==> src/rtl/spi_fifo_pkg.sv <==
`timescale 1ns/1ps
package spi_fifo_pkg;
  localparam int unsigned FIFO_DEPTH = 16;
  localparam int unsigned DATA_W     = 32;
  localparam int unsigned ADDR_W     = 4;
  localparam int unsigned FLAG_W     = 7;
  localparam int unsigned THR_W      = 4;
  localparam int unsigned LVL_W      = $clog2(FIFO_DEPTH + 1);

  localparam logic [ADDR_W-1:0] A_CFG   = 4'd0;
  localparam logic [ADDR_W-1:0] A_LVL   = 4'd1;
  localparam logic [ADDR_W-1:0] A_TXFLG = 4'd2;
  localparam logic [ADDR_W-1:0] A_TXEN  = 4'd3;
  localparam logic [ADDR_W-1:0] A_TXCLR = 4'd4;
  localparam logic [ADDR_W-1:0] A_RXFLG = 4'd5;
  localparam logic [ADDR_W-1:0] A_RXEN  = 4'd6;
  localparam logic [ADDR_W-1:0] A_RXCLR = 4'd7;
  localparam logic [ADDR_W-1:0] A_TXDAT = 4'd8;
  localparam logic [ADDR_W-1:0] A_RXDAT = 4'd9;

  localparam int unsigned CFG_RXTHR = 0;
  localparam int unsigned CFG_TXTHR = 4;
  localparam int unsigned CFG_WID   = 8;
  localparam int unsigned CFG_RXFL  = 11;
  localparam int unsigned CFG_TXFL  = 12;
  localparam int unsigned LVL_RX    = 8;
  localparam int unsigned LVL_TX    = 16;

  localparam int unsigned FLG_FULL  = 0;
  localparam int unsigned FLG_EMPTY = 1;
  localparam int unsigned FLG_THR   = 5;
  localparam int unsigned FLG_REL   = 6;

  function automatic logic [DATA_W-1:0] width_mask(logic [1:0] code);
    logic [DATA_W-1:0] m;
    for (int b = 0; b < DATA_W / 8; b++)
      m[8*b +: 8] = (b <= int'(code)) ? 8'hFF : 8'h00;
    return m;
  endfunction
endpackage

==> src/rtl/spi_fifo_buf.sv <==
`timescale 1ns/1ps
module spi_fifo_buf #(
  parameter int unsigned DEPTH = 16,
  parameter int unsigned W     = 32,
  localparam int unsigned PTR_W = (DEPTH > 1) ? $clog2(DEPTH) : 1,
  localparam int unsigned LVL_W = $clog2(DEPTH + 1)
) (
  input  logic             clk_i,
  input  logic             rst_ni,
  input  logic             push_i,
  input  logic [W-1:0]     wdata_i,
  input  logic             pop_i,
  input  logic             flush_i,
  output logic [W-1:0]     rdata_o,
  output logic [LVL_W-1:0] level_o,
  output logic             full_o,
  output logic             empty_o
);
  logic [W-1:0]     mem [DEPTH];
  logic [PTR_W-1:0] wr_ptr, rd_ptr;
  logic [LVL_W-1:0] count;
  logic             do_push, do_pop;

  assign full_o  = (count == LVL_W'(DEPTH));
  assign empty_o = (count == '0);
  assign do_push = push_i & ~full_o & ~flush_i;
  assign do_pop  = pop_i & ~empty_o & ~flush_i;
  assign level_o = count;
  assign rdata_o = empty_o ? '0 : mem[rd_ptr];

  function automatic logic [PTR_W-1:0] nxt(logic [PTR_W-1:0] p);
    return (p == PTR_W'(DEPTH - 1)) ? '0 : p + 1'b1;
  endfunction

  always_ff @(posedge clk_i) begin
    if (do_push) mem[wr_ptr] <= wdata_i;
  end

  always_ff @(posedge clk_i or negedge rst_ni) begin
    if (!rst_ni) begin
      wr_ptr <= '0;
      rd_ptr <= '0;
      count  <= '0;
    end else if (flush_i) begin
      wr_ptr <= '0;
      rd_ptr <= '0;
      count  <= '0;
    end else begin
      if (do_push) wr_ptr <= nxt(wr_ptr);
      if (do_pop)  rd_ptr <= nxt(rd_ptr);
      count <= count + LVL_W'(do_push) - LVL_W'(do_pop);
    end
  end


  level_bound_chk: assert property (@(posedge clk_i) disable iff (!rst_ni)
    level_o <= LVL_W'(DEPTH));

  flush_empty_chk: assert property (@(posedge clk_i) disable iff (!rst_ni)
    flush_i |=> level_o == '0);

  no_overflow_chk: assert property (@(posedge clk_i) disable iff (!rst_ni)
    (full_o && push_i && !pop_i && !flush_i) |=> level_o == LVL_W'(DEPTH));

  no_underflow_chk: assert property (@(posedge clk_i) disable iff (!rst_ni)
    (empty_o && pop_i && !push_i && !flush_i) |=> level_o == '0);
endmodule

==> src/rtl/spi_flag_bank.sv <==
`timescale 1ns/1ps
module spi_flag_bank #(
  parameter int unsigned NF = 7
) (
  input  logic          clk_i,
  input  logic          rst_ni,
  input  logic [NF-1:0] cond_i,
  input  logic [NF-1:0] clr_i,
  input  logic          en_we_i,
  input  logic [NF-1:0] en_wdata_i,
  output logic [NF-1:0] flag_o,
  output logic [NF-1:0] en_o,
  output logic          irq_o
);
  always_ff @(posedge clk_i or negedge rst_ni) begin
    if (!rst_ni)      en_o <= '0;
    else if (en_we_i) en_o <= en_wdata_i;
  end

  for (genvar i = 0; i < NF; i++) begin : g_flag
    always_ff @(posedge clk_i or negedge rst_ni) begin
      if (!rst_ni) flag_o[i] <= 1'b0;
      else         flag_o[i] <= (flag_o[i] & ~clr_i[i]) | cond_i[i];
    end

    sticky_chk: assert property (@(posedge clk_i) disable iff (!rst_ni)
      (flag_o[i] && !clr_i[i]) |=> flag_o[i]);

    reset_on_cond_chk: assert property (@(posedge clk_i) disable iff (!rst_ni)
      cond_i[i] |=> flag_o[i]);
  end

  assign irq_o = |(flag_o & en_o);
endmodule

==> src/rtl/spi_xfer_fifo.sv <==
`timescale 1ns/1ps
module spi_xfer_fifo
  import spi_fifo_pkg::*;
(
  input  logic              clk_i,
  input  logic              rst_ni,
  input  logic              reg_we_i,
  input  logic              reg_re_i,
  input  logic [ADDR_W-1:0] reg_addr_i,
  input  logic [DATA_W-1:0] reg_wdata_i,
  output logic [DATA_W-1:0] reg_rdata_o,
  output logic              tx_valid_o,
  input  logic              tx_ready_i,
  output logic [DATA_W-1:0] tx_data_o,
  input  logic              rx_valid_i,
  output logic              rx_ready_o,
  input  logic [DATA_W-1:0] rx_data_i,
  input  logic              slave_rel_i,
  output logic              irq_tx_o,
  output logic              irq_rx_o
);
  logic [THR_W-1:0]  rx_thr, tx_thr, rx_thr_eff;
  logic [1:0]        wid;
  logic [DATA_W-1:0] wmask, rx_head;
  logic [LVL_W-1:0]  tx_lvl, rx_lvl;
  logic              tx_full, tx_empty, rx_full, rx_empty;
  logic              cfg_we, rx_pop;
  logic [FLAG_W-1:0] tx_cond, rx_cond, tx_clr, rx_clr;
  logic [FLAG_W-1:0] tx_flag, rx_flag, tx_en, rx_en;

  assign cfg_we = reg_we_i && reg_addr_i == A_CFG;
  assign wmask  = width_mask(wid);

  always_ff @(posedge clk_i or negedge rst_ni) begin
    if (!rst_ni) begin
      rx_thr <= '0;
      tx_thr <= '0;
      wid    <= '0;
    end else if (cfg_we) begin
      rx_thr <= reg_wdata_i[CFG_RXTHR +: THR_W];
      tx_thr <= reg_wdata_i[CFG_TXTHR +: THR_W];
      wid    <= reg_wdata_i[CFG_WID +: 2];
    end
  end

  spi_fifo_buf #(.DEPTH(FIFO_DEPTH), .W(DATA_W)) u_tx_fifo (
    .clk_i, .rst_ni,
    .push_i  (reg_we_i && reg_addr_i == A_TXDAT),
    .wdata_i (reg_wdata_i & wmask),
    .pop_i   (tx_ready_i),
    .flush_i (cfg_we && reg_wdata_i[CFG_TXFL]),
    .rdata_o (tx_data_o),
    .level_o (tx_lvl),
    .full_o  (tx_full),
    .empty_o (tx_empty)
  );

  assign rx_pop = reg_re_i && reg_addr_i == A_RXDAT;

  spi_fifo_buf #(.DEPTH(FIFO_DEPTH), .W(DATA_W)) u_rx_fifo (
    .clk_i, .rst_ni,
    .push_i  (rx_valid_i),
    .wdata_i (rx_data_i & wmask),
    .pop_i   (rx_pop),
    .flush_i (cfg_we && reg_wdata_i[CFG_RXFL]),
    .rdata_o (rx_head),
    .level_o (rx_lvl),
    .full_o  (rx_full),
    .empty_o (rx_empty)
  );

  assign tx_valid_o = ~tx_empty;
  assign rx_ready_o = ~rx_full;

  // a zero threshold behaves as one
  assign rx_thr_eff = (rx_thr == '0) ? THR_W'(1) : rx_thr;

  always_comb begin
    tx_cond = '0;
    tx_cond[FLG_FULL]  = tx_full;
    tx_cond[FLG_EMPTY] = tx_empty;
    tx_cond[FLG_REL]   = slave_rel_i;
    rx_cond = '0;
    rx_cond[FLG_THR]   = rx_lvl >= LVL_W'(rx_thr_eff);
    rx_cond[FLG_REL]   = slave_rel_i;
  end

  assign tx_clr = (reg_we_i && reg_addr_i == A_TXCLR) ? reg_wdata_i[FLAG_W-1:0] : '0;
  assign rx_clr = (reg_we_i && reg_addr_i == A_RXCLR) ? reg_wdata_i[FLAG_W-1:0] : '0;

  spi_flag_bank #(.NF(FLAG_W)) u_tx_flags (
    .clk_i, .rst_ni,
    .cond_i     (tx_cond),
    .clr_i      (tx_clr),
    .en_we_i    (reg_we_i && reg_addr_i == A_TXEN),
    .en_wdata_i (reg_wdata_i[FLAG_W-1:0]),
    .flag_o     (tx_flag),
    .en_o       (tx_en),
    .irq_o      (irq_tx_o)
  );

  spi_flag_bank #(.NF(FLAG_W)) u_rx_flags (
    .clk_i, .rst_ni,
    .cond_i     (rx_cond),
    .clr_i      (rx_clr),
    .en_we_i    (reg_we_i && reg_addr_i == A_RXEN),
    .en_wdata_i (reg_wdata_i[FLAG_W-1:0]),
    .flag_o     (rx_flag),
    .en_o       (rx_en),
    .irq_o      (irq_rx_o)
  );

  always_comb begin
    reg_rdata_o = '0;
    unique case (reg_addr_i)
      A_CFG: begin
        reg_rdata_o[CFG_RXTHR +: THR_W] = rx_thr;
        reg_rdata_o[CFG_TXTHR +: THR_W] = tx_thr;
        reg_rdata_o[CFG_WID +: 2]       = wid;
      end
      A_LVL: begin
        reg_rdata_o[LVL_RX +: LVL_W] = rx_lvl;
        reg_rdata_o[LVL_TX +: LVL_W] = tx_lvl;
      end
      A_TXFLG: reg_rdata_o[FLAG_W-1:0] = tx_flag;
      A_TXEN:  reg_rdata_o[FLAG_W-1:0] = tx_en;
      A_RXFLG: reg_rdata_o[FLAG_W-1:0] = rx_flag;
      A_RXEN:  reg_rdata_o[FLAG_W-1:0] = rx_en;
      A_RXDAT: reg_rdata_o = rx_head;
      default: reg_rdata_o = '0;
    endcase
  end


  rx_full_block_chk: assert property (@(posedge clk_i) disable iff (!rst_ni)
    (rx_full && rx_valid_i && !rx_pop && !cfg_we) |=> rx_lvl == LVL_W'(FIFO_DEPTH));

  tx_valid_level_chk: assert property (@(posedge clk_i) disable iff (!rst_ni)
    (tx_valid_o && tx_ready_i && !reg_we_i) |=> tx_lvl == $past(tx_lvl) - 1'b1);

  irq_needs_en_chk: assert property (@(posedge clk_i) disable iff (!rst_ni)
    (tx_en == '0) |-> !irq_tx_o);
endmodule

==> config.mk <==
export PLATFORM = sky130hd
export DESIGN_NAME = spi_xfer_fifo
export DESIGN_NICKNAME = d
export VERILOG_FILES = /design/src/rtl/spi_fifo_pkg.sv /design/src/rtl/spi_fifo_buf.sv /design/src/rtl/spi_flag_bank.sv /design/src/rtl/spi_xfer_fifo.sv
export SDC_FILE = /design/constraint.sdc
export NUM_CORES = 1
export LEC_CHECK = 0
export ABC_CLOCK_PERIOD_IN_PS = 7300
export BUFFER_PORTS_ARGS = -buffer_cell sky130_fd_sc_hd__buf_4
export CORE_UTILIZATION = 50
export DETAILED_ROUTE_END_ITERATION = 10
export PLACE_DENSITY = 0.76
export SYNTH_ARGS = -nofsm -noshare
export SYNTH_HDL_FRONTEND = slang
export SYNTH_SLANG_ARGS = --single-unit
==> constraint.sdc <==
create_clock -name clk_i -period 7.3 [get_ports clk_i]
set_clock_uncertainty 0.2 [all_clocks]
set_input_delay 0.73 -clock clk_i [delete_from_list [all_inputs] [get_ports clk_i]]
set_output_delay 0.73 -clock clk_i [all_outputs]
set_load 0.02 [all_outputs]
Word level (Yosys, flattened, before mapping)
Memories as Yosys holds them, arrays and structs flattened.
Cells that the tools add are included.
{"block": "totals", "ram_bits": 1024, "ff_bits": 64, "mem_bits_ro": 0, "word_cells": 157, "output_inout_bits": 68, "memories": 2, "latchBits": 0}
{"block": "classes", "n_bitwise": 51, "n_reduce_logical": 19, "n_mul": 0, "magnitude_cmp": 4, "div": 0, "muxes": 33, "add_sub_neg": 8, "shift": 0, "n_eq_ne": 15}
{"name": "u_rx_fifo.mem", "depth": 16, "word_bits": 32, "rd": 1, "rd_clocked_by_memory_dff": 0, "wr": 1, "line": "spi_fifo_buf.sv:19", "text": "logic [W-1:0] mem [DEPTH];"}
{"name": "u_tx_fifo.mem", "depth": 16, "word_bits": 32, "rd": 1, "rd_clocked_by_memory_dff": 0, "wr": 1, "line": "spi_fifo_buf.sv:19"}
{"op": "bitwise AND 32 bit", "n": 2}
{"op": "two-way mux 32 bit", "n": 2}
{"op": "two-way mux 4 bit", "n": 13}
{"op": "one-hot mux 7 bit (6 select lines)", "n": 1}
{"op": "equality test 4 bit (second input constant)", "n": 6}
{"op": "two-way mux 8 bit", "n": 3}
{"op": "bitwise AND 1 bit", "n": 22}
{"op": "NOT 1 bit", "n": 20}
{"op": "adder 4 x 1 -> 4 bit (second input constant)", "n": 4}
{"op": "equality test 4 x 3 -> 1 bit (second input constant)", "n": 4}
{"op": "bitwise AND 7 bit", "n": 2}
{"op": "two-way mux 7 bit", "n": 2}
{"op": "OR reduction 7 bit", "n": 2}
{"op": "two-way mux 11 bit", "n": 1}
{"op": "adder 5 x 1 -> 5 bit", "n": 2}
{"op": "equality test 5 bit (second input constant)", "n": 2}
{"op": "zero test 5 bit", "n": 2}
{"op": "two-way mux 5 bit", "n": 2}
{"op": "one-hot mux 5 bit (2 select lines)", "n": 1}
{"op": "subtractor 5 x 1 -> 5 bit", "n": 2}
{"op": "logical AND 1 bit", "n": 9}
{"op": "equality test 4 x 2 -> 1 bit (second input constant)", "n": 2}
{"op": "zero test 4 bit", "n": 2}
{"op": "nonzero test 2 bit", "n": 4}
{"op": "10 further kinds", "n": 18}

Depth between registers and ports, before layout
{"block": "depth", "ltp_word": 8, "depth_mapped": 15, "depth_no_buf": 14}

Hierarchy
Synthesis repeated with hierarchy kept, for this count alone.
{"block": "unflattened", "hier_cells": 2076, "area_unflattened_um2": 43471.7}
{"mod": "spi_fifo_buf", "area_each_um2": 20300.7, "instances": 2, "seq_area_each_um2": 15700.1, "cells_per_inst": 893}
{"mod": "spi_xfer_fifo", "area_each_um2": 1719.1, "instances": 1, "seq_area_each_um2": 250.2, "cells_per_inst": 210}
{"mod": "spi_flag_bank", "area_each_um2": 575.6, "instances": 2, "seq_area_each_um2": 350.3, "cells_per_inst": 40}

Worst setup path after synthesis
No wires, ideal clock.
{"block": "synth_timing", "path_kind": "input -> register", "start": "in reg_addr_i[0]", "end": "mem u_tx_fifo.mem[1][0] (enable)", "path_slack_ns": 2.766, "required_ns": 6.639, "arrival_time_ns": 3.873, "path_stages": 6, "setup_ns": 0.461, "path_cell_list": "clkbuf_1 -> nor4b_1 -> and3_1 -> buf_2 -> nand2_1 -> nor3_1"}
{"block": "synth_between", "elab_chain_len": 7, "word_cells_on_any_way": 10}
{"element": "start, declared", "line": "spi_xfer_fifo.sv:9", "text": "input logic [ADDR_W-1:0] reg_addr_i,"}
{"element": "branches (longest 4 deep; another with equality test 4 bit)"}
{"element": "bitwise AND 1 bit (*)", "line": "spi_fifo_buf.sv:26", "text": "assign do_push = push_i & ~full_o & ~flush_i;"}
{"element": "two-way mux 1 bit (*)", "line": "spi_fifo_buf.sv:36", "text": "if (do_push) mem[wr_ptr] <= wdata_i;"}
{"element": "two-way mux 1 bit (implied by the code) (*)", "line": "spi_fifo_buf.sv:36"}
{"element": "end, declared", "line": "spi_fifo_buf.sv:19"}
Every way passes the cells marked *.

Final worst setup path
{"block": "layout_timing", "start": "reg u_rx_fifo.rd_ptr[0]", "end": "out reg_rdata_o[7]"}
{"block": "layout_between", "elab_chain_len": 3}
{"element": "start, declared", "line": "spi_fifo_buf.sv:20", "text": "logic [PTR_W-1:0] wr_ptr, rd_ptr;"}
{"element": "start signal, assigned", "line": "spi_fifo_buf.sv:50", "text": "if (do_pop) rd_ptr <= nxt(rd_ptr);"}
{"element": "memory (16 x 32 bit)"}
{"element": "two-way mux 32 bit", "line": "spi_fifo_buf.sv:29", "text": "assign rdata_o = empty_o ? '0 : mem[rd_ptr];"}
{"element": "one-hot mux 1 bit (2 select lines)", "line": "spi_xfer_fifo.sv:115", "text": "unique case (reg_addr_i)"}
{"element": "end, declared", "line": "spi_xfer_fifo.sv:11", "text": "output logic [DATA_W-1:0] reg_rdata_o,"}
Every way passes these cells.

==> run summary <==
Outcome = finished, final reports clean
Hpwl dp = 51600 um
CP max stage delay = 1.20 ns
Fin nets = 2317
Longest Clk Path Bufs = 3
GR peak layer = met2
GRT overflow = 0
CP delay by family, top = flip-flops
Sequential fraction of the synthesis area = 75.2%
Fin. max-slew vios = 0
Final Core Density = 57.6%
Setup Fix Bufs, Post-CTS = 0
Ys flop type = edfxtp_1
Worst vdd ir = 0.281 mV
Area leader, netlist = edfxtp_1
DRC = 0
Met2 Use GR = 39.6%
Area growth from synthesis to layout = 14.1%
Nature of the critical path startpoint = flop
Fin Hold WS = 0.0626 ns
Multi-input gate area = 0.0102 mm2
Crit-path slowest cell = dfrtp_4
IO Count = 143
Post-synth EDFFs = 1024
PortBufs = 142
First-pass GRT wire length = 144000 um
Final Hold Vio Count = 0
Slew @ Worst Pin = 1.16 ns
# fillers = 6007
Leakage power = 16.1 nW
Non-Filler Instances = 3447
Most common cell on crit path = buf_4
Final worst setup slack = 2.45 ns
Post-Syn Instances = 2035
Syn Std Cell Area = 0.0430 mm2
Top-area cell type share of the netlist area = 71.5%
FP Rows = 107
Grt met3 use = 4.56%
Worst Hold Class = primary input to flop
Min cycle time layout = 4.85 ns
Dominant cells by area after synthesis = edfxtp_1 (72%), mux4_2 (13%), dfrtp_1 (3.7%)
CTS root buffer = clkbuf_16
Die extent in y = 295 um
Peak Freq = 206 MHz
DP Cell Count = 3252
Routability cong. = 0.827
Crit end category = output port
RSZ-0062 raised after global routing = false
Worst EP arrival = 3.92 ns
PwrDens = 350 mW/mm2
Slew margin rel. = 22.9%
Synth warn = 0
Cell variety after synth = 58
Initial Util = 50.5%
TritonCTS Buffers = 103
Worst-path cell chain = buf_4 > mux4_2 > nor2b_1 > a211o_1 > a32o_1 > buf_4
Die W = 295 um
Largest net degree at the start of global routing = 101
TritonCTS Sinks = 1088
Routing usage on met1 = 29.2%
Final Cycle Share = 66.4%
Pre-Repair DR Iteration Count = 5
Antenna Nets Post-Route = 0
Critical setup path kind = flop to output port
DP Worst Slack = 3.06 ns
Routed wire length per instance = 28.8 um
Crit Path Max Fanout = 60
Total of max-cap violations = 0
Die footprint = 0.0872 mm2
Initial antenna violation count = 9
Setup TNS = 0 ns
Detailed Route Iter0 Violations = 2203
Syn Nets = 2138
Seq. cell area = 0.0324 mm2
Worst Path Buf+Inv = 2
Total wire length = 99100 um
Post-synthesis async set-or-reset flop share = 5.88%
Layout cells sized above 1 = 30.3%
Core ar. = 0.0851 mm2
Clk_lat worst skew = 0.66 ns
Setup violators final = 0
Count of state elements after synthesis = 1088
Vias/cell = 6.18
Via count = 21300
WP data required = 6.37 ns
CTS clk-pin slew, worst paths = 0.07 ns
Htree depth = 3
Synthesized area per cell = 21.1 um2
CTS tree = built
Vias in the first global route = 22100
Global-route usage over all layers = 23.0%
-- layer usage --
metal / vias to the layer above / part of all wire [%]
met5: - / 0.054
met4: 10 / 3.1
met3: 186 / 8.0
met2: 1014 / 52
met1: 11300 / 37
li1: 8831 / -
-- cell usage in the layout, fill, tap and decap left out, types with 27 or more instances in the layout --
master and n:
nand2_1 31, o22ai_1 47, mux4_2 256, nor2b_1 27
dfrtp_1 56, mux2i_1 114, buf_4 188, mux2_2 42
inv_1 27, clkbuf_16 105, edfxtp_1 1024
-- through the flow --
step / area (um2) / power, mW
4_1_cts: 49000 / 17.3
2_1_floorplan: 43000 / 10.6
3_5_place_dp: 45600 / 11.8
5_1_grt: 49000 / 17.8
3_3_place_gp: 45600 / 11.7
6_report: 49100 / 17.2
-- final timing paths --
check                                                 from                         endpoint  slack (ns)  depth (start not counted)
max                        u_rx_fifo.rd_ptr[0]$_DFFE_PN0P_                   reg_rdata_o[7]        2.45                          6
min reg2reg                          tx_thr[1]$_DFFE_PN0N_            tx_thr[1]$_DFFE_PN0N_        0.32                          1
min                                            slave_rel_i   u_rx_flags.flag_o[6]$_DFF_PN0_        0.06                          2
min in group asynchronous                           rst_ni   u_tx_fifo.level_o[1]$_DFF_PN0_        0.61                          2
max reg2reg                 u_rx_fifo.level_o[2]$_DFF_PN0_   u_rx_fifo.level_o[4]$_DFF_PN0_        3.50                         14
max in group asynchronous                           rst_ni  u_rx_fifo.rd_ptr[2]$_DFFE_PN0P_        5.67                          2
-- report_power, final --
group          leakage, nW  total (mW)  switching (mW)  internal, mW
Sequential            10.1        7.74           0.414          7.33
Combinational         4.26        3.97            2.13          1.84
Clock                 1.69        5.44            2.29          3.16
-- area by class of cell --
cell class | instances | area share (%)
well taps | 1144 | 2.92
repair buffers | 190 | 2.94
flip-flops and latches | 1088 | 66.0
multi-input cells | 804 | 20.9
diodes | 3 | 0.0153
clock inverters | 67 | 1.53
inverters | 27 | 0.207
clock buffers | 124 | 5.52
-- synthesized netlist by cell type (6+ instances only) --
library cell	number
a32oi_1	13
and3_1	20
buf_2	44
nand3_1	23
o21ai_0	13
nor2b_1	27
ha_1	26
nand2_1	31
nor3_1	13
nor2_1	41
a21oi_1	11
and2_1	21
clkbuf_1	42
edfxtp_1	1024
nand3b_1	6
o22ai_1	47
a21o_1	10
buf_1	16
buf_4	11
mux4_2	256
mux2i_1	114
inv_1	27
dfrtp_1	64
a21boi_0	10
nand2b_1	7
mux2_2	42
-- sequential cells by signal (all words and copies together), names as in the netlist, 5 cells and up --
| register | flops |
|---|---|
| u_rx_fifo.mem | 512 |
| u_tx_fifo.mem | 512 |
| u_rx_flags.en_o | 7 |
| u_rx_flags.flag_o | 7 |
| u_tx_flags.en_o | 7 |
| u_tx_flags.flag_o | 7 |
| u_rx_fifo.level_o | 5 |
| u_tx_fifo.level_o | 5 |
-- cell families (layout without fill, tap and decap cells) --
logic type,count (synthesis),count (layout),synth area share (%)
other cells,0,3,0
compound gates,149,149,2.48
xor+xnor,7,7,0.143
simple gates,208,208,2.61
mux,412,412,17.2
buf+inv,143,408,1.52
fa+ha+maj,28,28,0.850
flops,1088,1088,75.2
-- what timing repair did --
action / 4_1_cts / 5_1_grt
endpoints found under the hold margin: 64 / 0
gates resized for setup: 0 / 0
setup endpoints to repair: 0 / 0
hold buffers: 1 / 0
No activity file was read; power rests on OpenSTA's default activity.
